<file path="config.mk">
export PLATFORM = sky130hd
export DESIGN_NAME = conv3n_engine
export DESIGN_NICKNAME = d
export VERILOG_FILES = /design/src/rtl/ce_pkg.sv /design/src/rtl/ce_agu.sv /design/src/rtl/ce_mac.sv /design/src/rtl/ce_pool.sv /design/src/rtl/conv3n_engine.sv
export SDC_FILE = /design/constraint.sdc
export NUM_CORES = 1
export LEC_CHECK = 0
export ABC_AREA = 1
export BUFFER_PORTS_ARGS = -buffer_cell sky130_fd_sc_hd__buf_2
export CAP_MARGIN = 40
export CORE_ASPECT_RATIO = 0.7
export CORE_MARGIN = 5
export CORE_UTILIZATION = 45
export CTS_BUF_LIST = sky130_fd_sc_hd__clkbuf_16
export DETAILED_ROUTE_END_ITERATION = 8
export PLACE_DENSITY = 0.7
export REMOVE_ABC_BUFFERS = 1
export SYNTH_ARGS = -nofsm -noshare
export SYNTH_HDL_FRONTEND = slang
export SYNTH_HIERARCHICAL = 1
export SYNTH_SLANG_ARGS = --single-unit
</file>
<file path="constraint.sdc">
create_clock -name clk -period 6.5 [get_ports clk]
set_input_delay 0.65 -clock clk [delete_from_list [all_inputs] [get_ports clk]]
set_output_delay 0.65 -clock clk [all_outputs]
set_load 0.02 [all_outputs]
</file>
<file path="src/rtl/ce_pkg.sv">
package ce_pkg;
    parameter int PIX_W = 8;
    parameter int ACC_W = 20;
    parameter int OUT_W = 16;

    typedef enum logic [2:0] {
        ST_IDLE  = 3'd0,
        ST_RUN   = 3'd1,
        ST_DRAIN = 3'd2,
        ST_FLUSH = 3'd3,
        ST_DONE  = 3'd4
    } ce_state_t;

    // Clamp a wide accumulator value into the output range.
    function automatic logic signed [OUT_W-1:0] ce_saturate(input logic signed [ACC_W-1:0] a);
        logic fits;
        fits = (&a[ACC_W-1:OUT_W-1]) | ~(|a[ACC_W-1:OUT_W-1]);
        if (fits)
            return a[OUT_W-1:0];
        else if (a[ACC_W-1])
            return {1'b1, {(OUT_W-1){1'b0}}};
        else
            return {1'b0, {(OUT_W-1){1'b1}}};
    endfunction
endpackage

</file>
<file path="src/rtl/ce_agu.sv">
module ce_agu #(
    parameter int MAX_W = 32,
    parameter int MAX_N = 8,
    parameter int MAX_K = 4,
    localparam int W_W    = $clog2(MAX_W + 1),
    localparam int N_W    = $clog2(MAX_N + 1),
    localparam int K_W    = $clog2(MAX_K + 1),
    localparam int IMG_AW = $clog2(3 * MAX_W),
    localparam int KER_AW = $clog2(3 * MAX_N * MAX_K)
) (
    input  logic              clk,
    input  logic              rst_n,
    input  logic              clear,
    input  logic              run,
    input  logic [W_W-1:0]    w_q,
    input  logic [N_W-1:0]    n_q,
    input  logic [K_W-1:0]    k_q,
    output logic [IMG_AW-1:0] img_addr,
    output logic [KER_AW-1:0] ker_addr,
    output logic              iss_first,
    output logic              iss_last,
    output logic              iss_klast,
    output logic              iss_final
);
    logic [1:0]     row;
    logic [N_W-1:0] col;
    logic [W_W-1:0] pos;
    logic [K_W-1:0] kern;

    logic col_end, row_end, pos_end, kern_end;

    always_comb begin
        col_end  = (col == n_q - N_W'(1));
        row_end  = (row == 2'd2);
        pos_end  = (pos == w_q - W_W'(n_q));
        kern_end = (kern == k_q - K_W'(1));
    end

    always_ff @(posedge clk or negedge rst_n) begin
        if (!rst_n) begin
            row  <= '0;
            col  <= '0;
            pos  <= '0;
            kern <= '0;
        end else if (clear) begin
            row  <= '0;
            col  <= '0;
            pos  <= '0;
            kern <= '0;
        end else if (run) begin
            if (!col_end) begin
                col <= col + N_W'(1);
            end else begin
                col <= '0;
                if (!row_end) begin
                    row <= row + 2'd1;
                end else begin
                    row <= '0;
                    if (!pos_end) begin
                        pos <= pos + W_W'(1);
                    end else begin
                        pos  <= '0;
                        kern <= kern_end ? '0 : kern + K_W'(1);
                    end
                end
            end
        end
    end

    always_comb begin
        img_addr  = IMG_AW'(row) * IMG_AW'(w_q) + IMG_AW'(pos) + IMG_AW'(col);
        ker_addr  = KER_AW'(kern) * KER_AW'(3) * KER_AW'(n_q)
                  + KER_AW'(row) * KER_AW'(n_q) + KER_AW'(col);
        iss_first = (row == 2'd0) && (col == '0);
        iss_last  = col_end && row_end;
        iss_klast = iss_last && pos_end;
        iss_final = iss_klast && kern_end;
    end

    // reads stay inside the three-row strip and the kernel set
    assert_img_in_strip_R2: assert property (@(posedge clk) disable iff (!rst_n)
        run |-> (32'(img_addr) < 3 * 32'(w_q)));
    assert_ker_in_set_R2: assert property (@(posedge clk) disable iff (!rst_n)
        run |-> (32'(ker_addr) < 3 * 32'(n_q) * 32'(k_q)));
endmodule

</file>
<file path="src/rtl/ce_mac.sv">
module ce_mac
    import ce_pkg::*;
(
    input  logic                    clk,
    input  logic                    rst_n,
    input  logic                    iss_vld,
    input  logic                    iss_first,
    input  logic                    iss_last,
    input  logic                    iss_klast,
    input  logic                    iss_final,
    input  logic signed [PIX_W-1:0] pix,
    input  logic signed [PIX_W-1:0] wt,
    output logic                    conv_vld,
    output logic signed [OUT_W-1:0] conv_val,
    output logic                    conv_klast,
    output logic                    conv_final
);
    // Tags that travel with the read data through the memory latency.
    logic rd_vld, rd_first, rd_last, rd_klast, rd_final;
    logic signed [ACC_W-1:0]     acc;
    logic signed [2*PIX_W-1:0]   prod;
    logic signed [ACC_W-1:0]     prod_ext;
    logic signed [ACC_W-1:0]     acc_base;
    logic signed [ACC_W-1:0]     acc_next;

    always_comb begin
        prod     = pix * wt;
        prod_ext = {{(ACC_W-2*PIX_W){prod[2*PIX_W-1]}}, prod};
        acc_base = rd_first ? '0 : acc;
        acc_next = acc_base + prod_ext;
    end

    always_ff @(posedge clk or negedge rst_n) begin
        if (!rst_n) begin
            rd_vld     <= 1'b0;
            rd_first   <= 1'b0;
            rd_last    <= 1'b0;
            rd_klast   <= 1'b0;
            rd_final   <= 1'b0;
            acc        <= '0;
            conv_vld   <= 1'b0;
            conv_val   <= '0;
            conv_klast <= 1'b0;
            conv_final <= 1'b0;
        end else begin
            rd_vld   <= iss_vld;
            rd_first <= iss_first;
            rd_last  <= iss_last;
            rd_klast <= iss_klast;
            rd_final <= iss_final;
            conv_vld <= rd_vld && rd_last;
            if (rd_vld)
                acc <= acc_next;
            if (rd_vld && rd_last) begin
                conv_val   <= ce_saturate(acc_next);
                conv_klast <= rd_klast;
                conv_final <= rd_final;
            end
        end
    end

    // adding a product of the same sign never flips the running sum's sign
    assert_acc_no_wrap_R11: assert property (@(posedge clk) disable iff (!rst_n)
        (rd_vld && (acc_base[ACC_W-1] == prod_ext[ACC_W-1]))
        |-> (acc_next[ACC_W-1] == acc_base[ACC_W-1]));
endmodule

</file>
<file path="src/rtl/ce_pool.sv">
module ce_pool
    import ce_pkg::*;
#(
    parameter int RES_AW = 7
) (
    input  logic                    clk,
    input  logic                    rst_n,
    input  logic                    clear,
    input  logic                    pool_en,
    input  logic                    conv_vld,
    input  logic signed [OUT_W-1:0] conv_val,
    input  logic                    conv_klast,
    output logic                    res_we,
    output logic [RES_AW-1:0]       res_addr,
    output logic signed [OUT_W-1:0] res_wdata
);
    logic                    phase;
    logic signed [OUT_W-1:0] hold;
    logic [RES_AW-1:0]       wr_ptr;
    logic                    wr_go;
    logic signed [OUT_W-1:0] wr_val;

    always_comb begin
        wr_go  = conv_vld && (!pool_en || phase);
        if (!pool_en)
            wr_val = conv_val;
        else
            wr_val = (conv_val > hold) ? conv_val : hold;
    end

    always_ff @(posedge clk or negedge rst_n) begin
        if (!rst_n) begin
            phase     <= 1'b0;
            hold      <= '0;
            wr_ptr    <= '0;
            res_we    <= 1'b0;
            res_addr  <= '0;
            res_wdata <= '0;
        end else begin
            res_we <= 1'b0;
            if (clear) begin
                phase  <= 1'b0;
                wr_ptr <= '0;
            end else if (conv_vld) begin
                if (pool_en && !phase) begin
                    // An unpaired last result of a kernel is dropped.
                    if (!conv_klast) begin
                        hold  <= conv_val;
                        phase <= 1'b1;
                    end
                end else begin
                    phase <= 1'b0;
                end
                if (wr_go) begin
                    res_we    <= 1'b1;
                    res_addr  <= wr_ptr;
                    res_wdata <= wr_val;
                    wr_ptr    <= wr_ptr + RES_AW'(1);
                end
            end
        end
    end

    // a pooled write is never smaller than the first member of its pair
    assert_pool_pair_max_R4: assert property (@(posedge clk) disable iff (!rst_n)
        (res_we && pool_en) |-> (res_wdata >= hold));
    // a pair never straddles a kernel boundary
    assert_pair_in_kernel_R5: assert property (@(posedge clk) disable iff (!rst_n)
        (conv_vld && conv_klast && pool_en) |=> !phase);
endmodule

</file>
<file path="src/rtl/conv3n_engine.sv">
module conv3n_engine
    import ce_pkg::*;
#(
    parameter int MAX_W = 32,
    parameter int MAX_N = 8,
    parameter int MAX_K = 4,
    localparam int W_W    = $clog2(MAX_W + 1),
    localparam int N_W    = $clog2(MAX_N + 1),
    localparam int K_W    = $clog2(MAX_K + 1),
    localparam int IMG_AW = $clog2(3 * MAX_W),
    localparam int KER_AW = $clog2(3 * MAX_N * MAX_K),
    localparam int RES_AW = $clog2(MAX_K * MAX_W)
) (
    input  logic              clk,
    input  logic              rst_n,
    input  logic              start,
    input  logic [W_W-1:0]    cfg_width,
    input  logic [N_W-1:0]    cfg_ncols,
    input  logic [K_W-1:0]    cfg_nkern,
    input  logic              cfg_pool,
    output logic              img_rd_en,
    output logic [IMG_AW-1:0] img_addr,
    input  logic [PIX_W-1:0]  img_rdata,
    output logic              ker_rd_en,
    output logic [KER_AW-1:0] ker_addr,
    input  logic [PIX_W-1:0]  ker_rdata,
    output logic              res_we,
    output logic [RES_AW-1:0] res_addr,
    output logic [OUT_W-1:0]  res_wdata,
    output logic              done
);
    ce_state_t state, state_nxt;

    logic [W_W-1:0] w_q;
    logic [N_W-1:0] n_q;
    logic [K_W-1:0] k_q;
    logic           pool_q;
    logic           accept, run, busy;

    logic iss_first, iss_last, iss_klast, iss_final;
    logic conv_vld, conv_klast, conv_final;
    logic signed [OUT_W-1:0] conv_val;
    logic signed [OUT_W-1:0] wdata_s;

    always_comb begin
        busy   = (state == ST_RUN) || (state == ST_DRAIN) || (state == ST_FLUSH);
        accept = start && !busy;
    end

    always_comb begin
        state_nxt = state;
        unique case (state)
            ST_IDLE:  if (accept) state_nxt = ST_RUN;
            ST_RUN:   if (iss_final) state_nxt = ST_DRAIN;
            ST_DRAIN: if (conv_vld && conv_final) state_nxt = ST_FLUSH;
            ST_FLUSH: state_nxt = ST_DONE;
            ST_DONE:  if (accept) state_nxt = ST_RUN;
            default:  state_nxt = ST_IDLE;
        endcase
    end

    always_ff @(posedge clk or negedge rst_n) begin
        if (!rst_n) begin
            state  <= ST_IDLE;
            w_q    <= '0;
            n_q    <= '0;
            k_q    <= '0;
            pool_q <= 1'b0;
        end else begin
            state <= state_nxt;
            if (accept) begin
                w_q    <= cfg_width;
                n_q    <= cfg_ncols;
                k_q    <= cfg_nkern;
                pool_q <= cfg_pool;
            end
        end
    end

    always_comb begin
        run       = (state == ST_RUN);
        img_rd_en = run;
        ker_rd_en = run;
        done      = (state == ST_DONE);
        res_wdata = wdata_s;
    end

    ce_agu #(.MAX_W(MAX_W), .MAX_N(MAX_N), .MAX_K(MAX_K)) u_agu (
        .clk(clk), .rst_n(rst_n), .clear(accept), .run(run),
        .w_q(w_q), .n_q(n_q), .k_q(k_q),
        .img_addr(img_addr), .ker_addr(ker_addr),
        .iss_first(iss_first), .iss_last(iss_last),
        .iss_klast(iss_klast), .iss_final(iss_final)
    );

    ce_mac u_mac (
        .clk(clk), .rst_n(rst_n), .iss_vld(run),
        .iss_first(iss_first), .iss_last(iss_last),
        .iss_klast(iss_klast), .iss_final(iss_final),
        .pix(img_rdata), .wt(ker_rdata),
        .conv_vld(conv_vld), .conv_val(conv_val),
        .conv_klast(conv_klast), .conv_final(conv_final)
    );

    ce_pool #(.RES_AW(RES_AW)) u_pool (
        .clk(clk), .rst_n(rst_n), .clear(accept), .pool_en(pool_q),
        .conv_vld(conv_vld), .conv_val(conv_val), .conv_klast(conv_klast),
        .res_we(res_we), .res_addr(res_addr), .res_wdata(wdata_s)
    );

    // done holds until a start pulse
    assert_done_hold_R8: assert property (@(posedge clk) disable iff (!rst_n)
        (done && !start) |=> done);
    // nothing is written once done is raised
    assert_no_write_in_done_R8: assert property (@(posedge clk) disable iff (!rst_n)
        done |-> !res_we);
    // a start while busy leaves the captured configuration untouched
    assert_busy_start_ignored_R9: assert property (@(posedge clk) disable iff (!rst_n)
        (start && busy) |=> ($stable(w_q) && $stable(n_q) && $stable(k_q) && $stable(pool_q)));
    // no reads outside a run
    assert_idle_quiet_R1: assert property (@(posedge clk) disable iff (!rst_n)
        (state == ST_IDLE) |-> (!img_rd_en && !res_we));
endmodule

</file>
==> results of run 1 <==
-- stage by stage --
| stage | cells | hold slack, ns | worst slack, ns | instance area [sq um] |
|---|---|---|---|---|
| 2_1_floorplan | 1467 | 0.354 | 1.02 | 11700 |
| 3_3_place_gp | 1901 | 0.426 | 0.493 | 12500 |
| 3_5_place_dp | 1904 | 0.430 | 0.409 | 12600 |
| 4_1_cts | 1936 | 0.263 | 0.422 | 13200 |
| 5_1_grt | 1936 | 0.305 | 0.110 | 13200 |
| 6_report | 1936 | 0.236 | 0.438 | 13200 |
-- cells in the mapped netlist (3+ instances only) --
cell type,instances
nor2_2,3
nand3_1,78
clkinv_1,5
a21oi_1,31
nand2_1,439
ha_1,100
xnor2_1,17
nor2_1,82
nand2_2,20
buf_4,5
fa_1,114
nand2_4,5
o21ai_0,50
buf_6,5
clkbuf_1,26
dfrtp_1,124
nor2_4,3
inv_2,8
nand4_1,10
a21oi_2,11
nor3_2,3
o21ai_1,3
buf_2,5
clkbuf_8,5
nor3_1,5
inv_1,306
xor2_1,28
-- registers in the layout, indices dropped and copies added, names as in the netlist, 2 cells and up --
signal	flops
u_mac/acc	20
u_mac/conv_val	16
u_pool/hold	16
u_pool/res_wdata	16
u_pool/res_addr	7
u_pool/wr_ptr	7
u_agu/pos	6
w_q	6
n_q	4
u_agu/col	4
k_q	3
state	3
u_agu/kern	3
u_agu/row	2
-- per-layer routing --
layer,up-vias,global-route usage [%],wire length [um]
li1,4654,-,-
met1,4472,26.8,12900
met2,190,28.0,11600
met3,24,2.75,1120
met4,0,3.65,255
met5,-,0,0
-- path summary, 6_finish.rpt --
kind                                        to  depth (start not counted)
max                                ker_addr[6]                         19
min                        u_pool/res_wdata[9]                          1
max reg2reg                  u_mac/conv_val[2]                         23
min reg2reg                   u_mac/conv_final                          2
max in group asynchronous               k_q[2]                          3
min in group clk                        k_q[1]                          3
-- critical path, stage by stage (launching register included) --
cell     delay, ns
dfrtp_1       0.55
ha_1          0.23
inv_1         0.07
fa_1          0.38
xnor2_1       0.37
nand2_1       0.12
fa_1          0.48
fa_1          0.54
fa_1          0.55
inv_1         0.05
fa_1          0.45
ha_1          0.37
a21oi_1       0.15
nand2_1       0.11
a21oi_1       0.16
nor2_1        0.07
nor2_1        0.08
nand2_1       0.05
nand2_1       0.04
buf_2         0.15
-- area by class of cell --
cell class	instances	share of cell area [%]
Sequential cell	124	23.5
Tap cell	357	3.38
Inverter	320	9.10
Multi-Input combinational cell	1023	55.5
Clock inverter	15	1.78
Clock buffer	17	3.22
Timing Repair Buffer	80	3.54
-- kinds of logic after synthesis --
| family | after synthesis | synth area share (%) |
|---|---|---|
| AND/OR/NAND/NOR | 656 | 23.2 |
| buffers and inverters | 368 | 12.6 |
| adder cells (fa/ha/maj) | 214 | 29.5 |
| flip-flops | 124 | 25.9 |
| AO/OA/AOI/OAI | 108 | 5.37 |
| XOR/XNOR | 45 | 3.29 |
==> summary.md, run 1 <==
| Metric | Value |
|---|---|
| Remaining DRCs | 0 |
| Number of diodes | 0 |
| PostCTS Resize Cnt | 0 |
| Initial Utilization | about 46% |
| ANT nets after route | 0 |
| Seq cells post-synth | around 120 |
| Crit path kind | reg2out |
| DIE AREA | 30000 sq um |
| Layout Skew | 0.0117 ns |
| Slew HR | 48.5% |
| Iteration-0 DRC Markers | 707 |
| Avg Cell Area, Syn | 7.90 sq um |
| Synth Cell Area | between 10000 and 15000 sq um |
| Clock transition at path regs | 0.06 ns |
| First drt pass iteration count | 7 |
| Multi-input logic area | 7350 sq um |
| Critical Path Source Type | register |
| Fill count | 2435 |
| Count of pins over their slew limit | 0 |
| Crit path from | u_agu/kern[0] |
| Setup Viol. Count Final | 0 |
| Worst setup EP type | primary output |
| DIE HEIGHT | 146 um |
| Vias in the first global route | between 9000 and 10000 |
| Worst hold path class | in2async |
| Max cap viols | 0 |
| Area leader, netlist | dfrtp_1 |
| Post-Syn Instances | 1515 |
| Asr flop ratio synth | 100% |
| Final Hold Viols | 0 |
| Clk sink count | 124 |
| Layout area overhead | 10.6% |
| Reg2reg setup slack | around 1.0 ns |
| Core area | around 26000 sq um |
| Gpl congestion | between 0.8 and 0.9 |
| CTS Hold Bufs | 0 |
| Final period util | 93.3% |
| Share of cells above drive strength 1 | 11.1% |
| Vias | 9340 |
| Critical path data required time | 5.85 ns |
| # IOs | 74 |
| Root buffer cell | clkbuf_16 |
| Number of port buffers | 73 |
| Antenna violations before repair | 0 |
| DP Wirelength | 20400 um |
| Synth top area share | 25.9% |
| Die Wd | 205 um |
| Fin util | 51.0% |
| Insertion delay to the later sink of the worst-skew pair | 0.42 ns |
| Commonest non-fill, non-tap cell in the layout | nand2_1 |
| Main flop type after synthesis | dfrtp_1 |
| Most frequent cells in the layout | nand2_1, inv_1, dfrtp_1, fa_1, ha_1 |
| Htree depth | 4 |
| Largest net degree at the start of global routing | 61 |
| CTS tree | built |
| Crit Path Max Fanout | 8 |
| Gr usage total | 18.0% |
| RSZ-0062 raised after global routing | false |
| CTS Buf Count | 17 |
| Fmax achieved | around 160 MHz |
| Drt total wl | 25800 um |
| GRT overflow | 0 |
| Reg area | 3100 sq um |
| Row count | 49 |
| Min Tclk post-route | 6.06 ns |
| First-pass GRT wire length | 45100 um |
| Outcome | finished, final reports clean |
| Slew @ Worst Pin | a little under 0.8 ns |
| Worst r2r src | u_mac/rd_first |
| CP arrival | 5.41 ns |
| Vias per inst | 4.82 |
| Nets@finish | 1813 |
| Clock tree buffer depth | 2 |
| Final setup TNS | 0 ns |
| EDFF count, synth | 0 |
| Seq/Total Area, Yosys | 25.9% |
| Wire length per cell | around 13 um |
| Postcts setup bufs | 0 |
| Unique masters post-synth | 44 |
| Most area-consuming cells after synthesis | dfrtp_1, fa_1, nand2_1 |
| Yosys warning count | 6 |
Power of run 1 is not shown: default switching activity piles up to over one toggle a cycle in this logic, so the estimate is an artifact.
==> run 2, diff against run 1 <==
--- a/config.mk
+++ b/config.mk
@@ -11,7 +11,7 @@
 export CORE_ASPECT_RATIO = 0.7
 export CORE_MARGIN = 5
 export CORE_UTILIZATION = 45
-export CTS_BUF_LIST = sky130_fd_sc_hd__clkbuf_16
+export CTS_BUF_LIST = sky130_fd_sc_hd__clkbuf_4
 export DETAILED_ROUTE_END_ITERATION = 8
 export PLACE_DENSITY = 0.7
 export REMOVE_ABC_BUFFERS = 1
==> summary.md, run 2 (synthesized netlist as in run 1, its figures left out) <==
| Metric | Value |
|---|---|
| Outcome | finished, final reports clean |
| Commonest non-fill, non-tap cell in the layout | nand2_1 |
| Max cap viols | 0 (unchanged) |
| Post-Layout Inst Area | 12900 sq um (-2.1%) |
| Reg2reg end | u_mac/conv_val[2] |
| Layout Skew | 0.0298 ns (+0.0181 ns) |
| Fmax achieved | 163 MHz (-0.97%) |
| Number of port buffers | 73 (unchanged) |
| Reg2reg setup slack | 1.05 ns (+0.04 ns) |
| Depth of the most critical reg-to-reg path | 23 (unchanged) |
| Worst setup EP type | primary output |
| First drt pass iteration count | 5 (-2) |
| Crit-path slowest cell | dfrtp_1 |
| Initial Utilization | 46.1% (unchanged) |
| Vias in the first global route | 9315 (-0.84%) |
| Final Hold Viols | 0 (unchanged) |
| CTS Hold Bufs | 0 (unchanged) |
| Core area | 25900 sq um (unchanged) |
| Critical path data required time | 5.85 ns (about the same) |
| Clock tree buffer depth | 2 (unchanged) |
| Wire length per cell | 13.1 um (-1.4%) |
| Setup Viol. Count Final | 0 (unchanged) |
| Most frequent cells in the layout | nand2_1, inv_1, dfrtp_1, fa_1, ha_1 |
| Clk sink count | 124 (unchanged) |
| Antenna violations before repair | 1 (+1) |
| Gpl congestion | 0.849 (unchanged) |
| Largest net degree at the start of global routing | 61 (unchanged) |
| Root buffer cell | clkbuf_4 |
| DP Wirelength | 20400 um (unchanged) |
| Crit Path Max Fanout | 8 (unchanged) |
| Worst r2r src | u_mac/rd_first |
| Critical Path Source Type | register |
| Htree depth | 4 (unchanged) |
| Largest Register | u_mac/acc |
| Largest register FFs | 20 (unchanged) |
| Critical path cell sequence | ha_1, inv_1, fa_1, xnor2_2, nand2_1, fa_1, fa_1, fa_1, inv_1, fa_1, ha_1, a21oi_1, nand2_1, a21oi_1, nor2_1, nor2_1, nand2_1, nand2_1, buf_2 |
| Placed Area | 12600 sq um (unchanged) |
| Count of pins over their slew limit | 0 (unchanged) |
| Crit path kind | reg2out |
| Die Wd | 205 um (unchanged) |
| Insertion delay to the later sink of the worst-skew pair | 0.55 ns (+0.13 ns) |
| Final period util | 94.2% (+0.91 points) |
| CP top delay family | adder cells |
| Slew HR | 48.4% (about the same) |
| DIE HEIGHT | 146 um (unchanged) |
| Fill count | 2466 (+1.3%) |
| Worst hold path class | in2async |
| CTS tree | built |
| Remaining DRCs | 0 (unchanged) |
| Vias | 9299 (-0.44%) |
| CP max stage delay | 0.58 ns (+0.03 ns) |
| GRT overflow | 0 (unchanged) |
| Reg area | 3100 sq um (unchanged) |
| CTS Buf Count | 17 (unchanged) |
| Layout area overhead | 8.24% |
| CP arrival | 5.47 ns (+0.06 ns) |
| Postcts setup bufs | 0 (unchanged) |
| Vias per inst | 4.80 (-0.49%) |
| Gr usage total | 17.8% (-0.23 points) |
| ANT nets after route | 0 (unchanged) |
| # IOs | 74 (unchanged) |
| Slew @ Worst Pin | 0.773 ns (+0.000528 ns) |
| PostCTS Resize Cnt | 0 (unchanged) |
| Share of cells above drive strength 1 | 11.3% (+0.13 points) |
| Multi-input logic area | 7360 sq um (+0.10%) |
| Drt total wl | 25400 um (-1.4%) |
| Row count | 49 (unchanged) |
| Final setup TNS | 0 ns (unchanged) |
| Clock transition at path regs | 0.14 ns (+0.08 ns) |
| First-pass GRT wire length | 44600 um (-1.1%) |
| Iteration-0 DRC Markers | 604 (-15%) |
| DIE AREA | 30000 sq um (unchanged) |
| WP buf/inv | 3 (unchanged) |
| Nets@finish | 1813 (unchanged) |
| Min Tclk post-route | 6.12 ns (+0.0593 ns) |
| Crit-path most repeated cell | fa_1 |
[run 2: cell count changes in the layout (fill, tap and decap cells not counted), sizes merged]
cell    delta
inv        -1
clkbuf     +1
diode      +1
[run 2: how the worst max path moves through the flow]
stage / slack (ns) / cells after the start / from / to
3_5_place_dp: 0.41 / 23 / img_rdata[7] / u_mac/conv_val[2]
5_1_grt: -0.005 / 19 / u_agu/kern[0] / ker_addr[6]
6_report: 0.38 / 19 / u_agu/kern[0] / ker_addr[6]
4_1_cts: 0.26 / 19 / u_agu/kern[0] / ker_addr[6]
3_3_place_gp: 0.49 / 23 / ker_rdata[2] / u_mac/conv_val[2]
2_1_floorplan: 1.02 / 21 / ker_rdata[7] / u_mac/conv_val[0]
[run 2: per-layer routing]
metal  vias to the layer above  track usage, %  share of wire, %
met2                       169            27.6                45
met3                        26            2.88               4.3
li1                       4654               -                 -
met5                         -               0                 0
met4                         0            3.35               1.0
met1                      4450            26.6                50
[run 2: stage by stage]
stage                     setup WS, ns  cells  hold slack, ns  utilization [%]
after global placement           0.493   1901           0.426             48.2
final                            0.378   1937          0.0997             49.9
after global routing          -0.00462   1937          0.0926             49.9
after CTS                        0.257   1936          0.0854             49.9
after floorplan                   1.02   1467           0.354                -
after detailed placement         0.409   1904           0.430             48.5
[run 2: area by class of cell]
class | count | share of cell area [%]
Multi-Input combinational cell | 1023 | 56.8
Inverter | 320 | 9.30
Sequential cell | 124 | 24.0
Antenna cell | 1 | 0.0193
Tap cell | 357 | 3.45
Clock buffer | 18 | 1.04
Clock inverter | 14 | 1.79
Timing Repair Buffer | 80 | 3.61
Power of run 2 is left out for the same reason.
==> run 3, diff against run 2 <==
--- a/config.mk
+++ b/config.mk
@@ -10,10 +10,10 @@
 export CAP_MARGIN = 40
 export CORE_ASPECT_RATIO = 0.7
 export CORE_MARGIN = 5
-export CORE_UTILIZATION = 45
+export CORE_UTILIZATION = 37
 export CTS_BUF_LIST = sky130_fd_sc_hd__clkbuf_4
 export DETAILED_ROUTE_END_ITERATION = 8
-export PLACE_DENSITY = 0.7
+export PLACE_DENSITY = 0.61
 export REMOVE_ABC_BUFFERS = 1
 export SYNTH_ARGS = -nofsm -noshare
 export SYNTH_HDL_FRONTEND = slang
==> summary.md, run 3 (synthesized netlist as in run 1, its figures left out) <==
| Metric | Value |
|---|---|
| Outcome | finished, final reports clean |
| Fill count | 3249 (+32%) |
| First-pass GRT wire length | 45300 um (+1.7%) |
| Largest net degree at the start of global routing | 63 (+3.3%) |
| Slew HR | 46.4% (-2.0 points) |
| RSZ-0062 raised after global routing | false |
| Most frequent cells in the layout | nand2_1, inv_1, dfrtp_1, fa_1, ha_1 |
| Worst hold path depth | 3 |
| Crit Path Max Fanout | 8 (unchanged) |
| Worst hold path class | in2reg |
| Wire length per cell | 12.9 um (-2.0%) |
| Critical Path Source Type | register |
| Insertion delay to the later sink of the worst-skew pair | 0.53 ns (-0.02 ns) |
| Number of port buffers | 73 (unchanged) |
| Initial Utilization | 37.2% (-8.9 points) |
| # IOs | 74 (unchanged) |
| Core area | 32100 sq um (+24%) |
| Final Hold Viols | 0 (unchanged) |
| Htree depth | 4 (unchanged) |
| Postcts setup bufs | 0 (unchanged) |
| DIE HEIGHT | 160 um (+9.6%) |
| Vias | 9228 (-0.76%) |
| Worst setup EP type | primary output |
| Reg2reg setup slack | 1.04 ns (about the same) |
| Gr usage total | 15.0% (-2.7 points) |
| Crit path kind | reg2out |
| HP Start | cfg_ncols[0] |
| Remaining DRCs | 0 (unchanged) |
| CTS tree | built |
| Clock transition at path regs | 0.12 ns (-0.02 ns) |
| ANT nets after route | 0 (unchanged) |
| Commonest non-fill, non-tap cell in the layout | nand2_1 |
| Worst r2r src | u_mac/rd_first |
| Final setup TNS | 0 ns (unchanged) |
| Root buffer cell | clkbuf_4 |
| Vias per inst | 4.60 (-4.3%) |
| GRT overflow | 0 (unchanged) |
| Largest register FFs | 20 (unchanged) |
| Hold Crit Endpoint | n_q[0] |
| Iteration-0 DRC Markers | 601 (-0.50%) |
| Clock tree buffer depth | 2 (unchanged) |
| Min Tclk post-route | 6.02 ns (-0.0991 ns) |
| Fmax achieved | 166 MHz (+1.6%) |
| Slew @ Worst Pin | 0.803 ns (+0.0309 ns) |
| CP arrival | 5.37 ns (-0.10 ns) |
| Largest Register | u_mac/acc |
| Critical path data required time | 5.85 ns (about the same) |
| Share of cells above drive strength 1 | 11.2% (-0.070 points) |
| Layout Skew | 0.0202 ns (-0.00959 ns) |
| CTS Buf Count | 17 (unchanged) |
| Nets@finish | 1814 (+0.055%) |
| Setup Viol. Count Final | 0 (unchanged) |
| Antenna violations before repair | 1 (unchanged) |
| Drt total wl | 25900 um (+1.6%) |
| Gpl congestion | 0.869 (+2.3%) |
| Count of pins over their slew limit | 0 (unchanged) |
| DP Wirelength | 20800 um (+1.9%) |
| Die Wd | 225 um (+9.8%) |
| Vias in the first global route | 9250 (-0.70%) |
| Depth of the most critical reg-to-reg path | 23 (unchanged) |
| First drt pass iteration count | 5 (unchanged) |
| DIE AREA | 36100 sq um (+20%) |
| Clk sink count | 124 (unchanged) |
| Reg2reg end | u_mac/conv_val[2] |
| Final period util | 92.7% (-1.5 points) |
| Layout area overhead | 8.41% |
| Row count | 55 (+12%) |
| Max cap viols | 0 (unchanged) |
run 3: area by class of cell:
cell class	instances	area, sq um	share of cell area [%]
multi-input cells	1023	7350	56.7
flip-flops and latches	124	3100	23.9
inverters	320	1200	9.28
well taps	427	534	4.12
repair buffers	81	478	3.69
clock inverters	14	160	1.24
clock buffers	18	135	1.04
diodes	1	2.50	0.0193
run 3: metal layers:
metal	track usage (%)	up-vias	routed length, um
met4	2.43	0	197
met3	2.69	16	1030
li1	-	4647	-
met2	23.3	143	11600
met1	22.4	4422	13100
met5	0	-	0
run 3: how the worst max path moves through the flow:
stage	from	endpoint	slack, ns
floorplan	ker_rdata[7]	u_mac/conv_val[0]	1.02
global placement	ker_rdata[2]	u_mac/conv_val[4]	0.50
detailed placement	ker_rdata[2]	u_mac/conv_val[2]	0.41
CTS	u_agu/kern[0]	ker_addr[6]	0.30
global route	u_agu/kern[0]	ker_addr[6]	0.06
finish	u_agu/kern[0]	ker_addr[6]	0.48
run 3: timing repair:
item / in CTS / in global routing
hold buffers: 1 / 0
endpoints found under the setup margin: 0 / 1
endpoints found under the hold margin: 15 / 0
resized for setup: 0 / 1
run 3: worst max-delay path: stages (launching register included):
cell     delay [ns]
dfrtp_2        0.50
ha_1           0.20
inv_1          0.07
fa_1           0.38
xnor2_1        0.33
nand2_1        0.11
fa_1           0.48
fa_1           0.53
fa_1           0.55
inv_1          0.05
fa_1           0.47
ha_1           0.37
a21oi_1        0.14
nand2_1        0.10
a21oi_1        0.15
nor2_1         0.07
nor2_1         0.08
nand2_1        0.06
nand2_1        0.06
buf_2          0.16
run 3: per-stage QoR:
stage | instance area, sq um | std cells | setup slack, ns | util (%) | hold WS, ns
2_1_floorplan | 11700 | 1467 | 1.02 | - | 0.354
3_3_place_gp | 12600 | 1971 | 0.503 | 39.2 | 0.429
3_5_place_dp | 12700 | 1974 | 0.412 | 39.4 | 0.427
4_1_cts | 13000 | 2007 | 0.299 | 40.3 | 0.248
5_1_grt | 13000 | 2008 | 0.0621 | 40.4 | 0.251
6_report | 13000 | 2008 | 0.478 | 40.4 | 0.304
Power of run 3 is left out for the same reason.
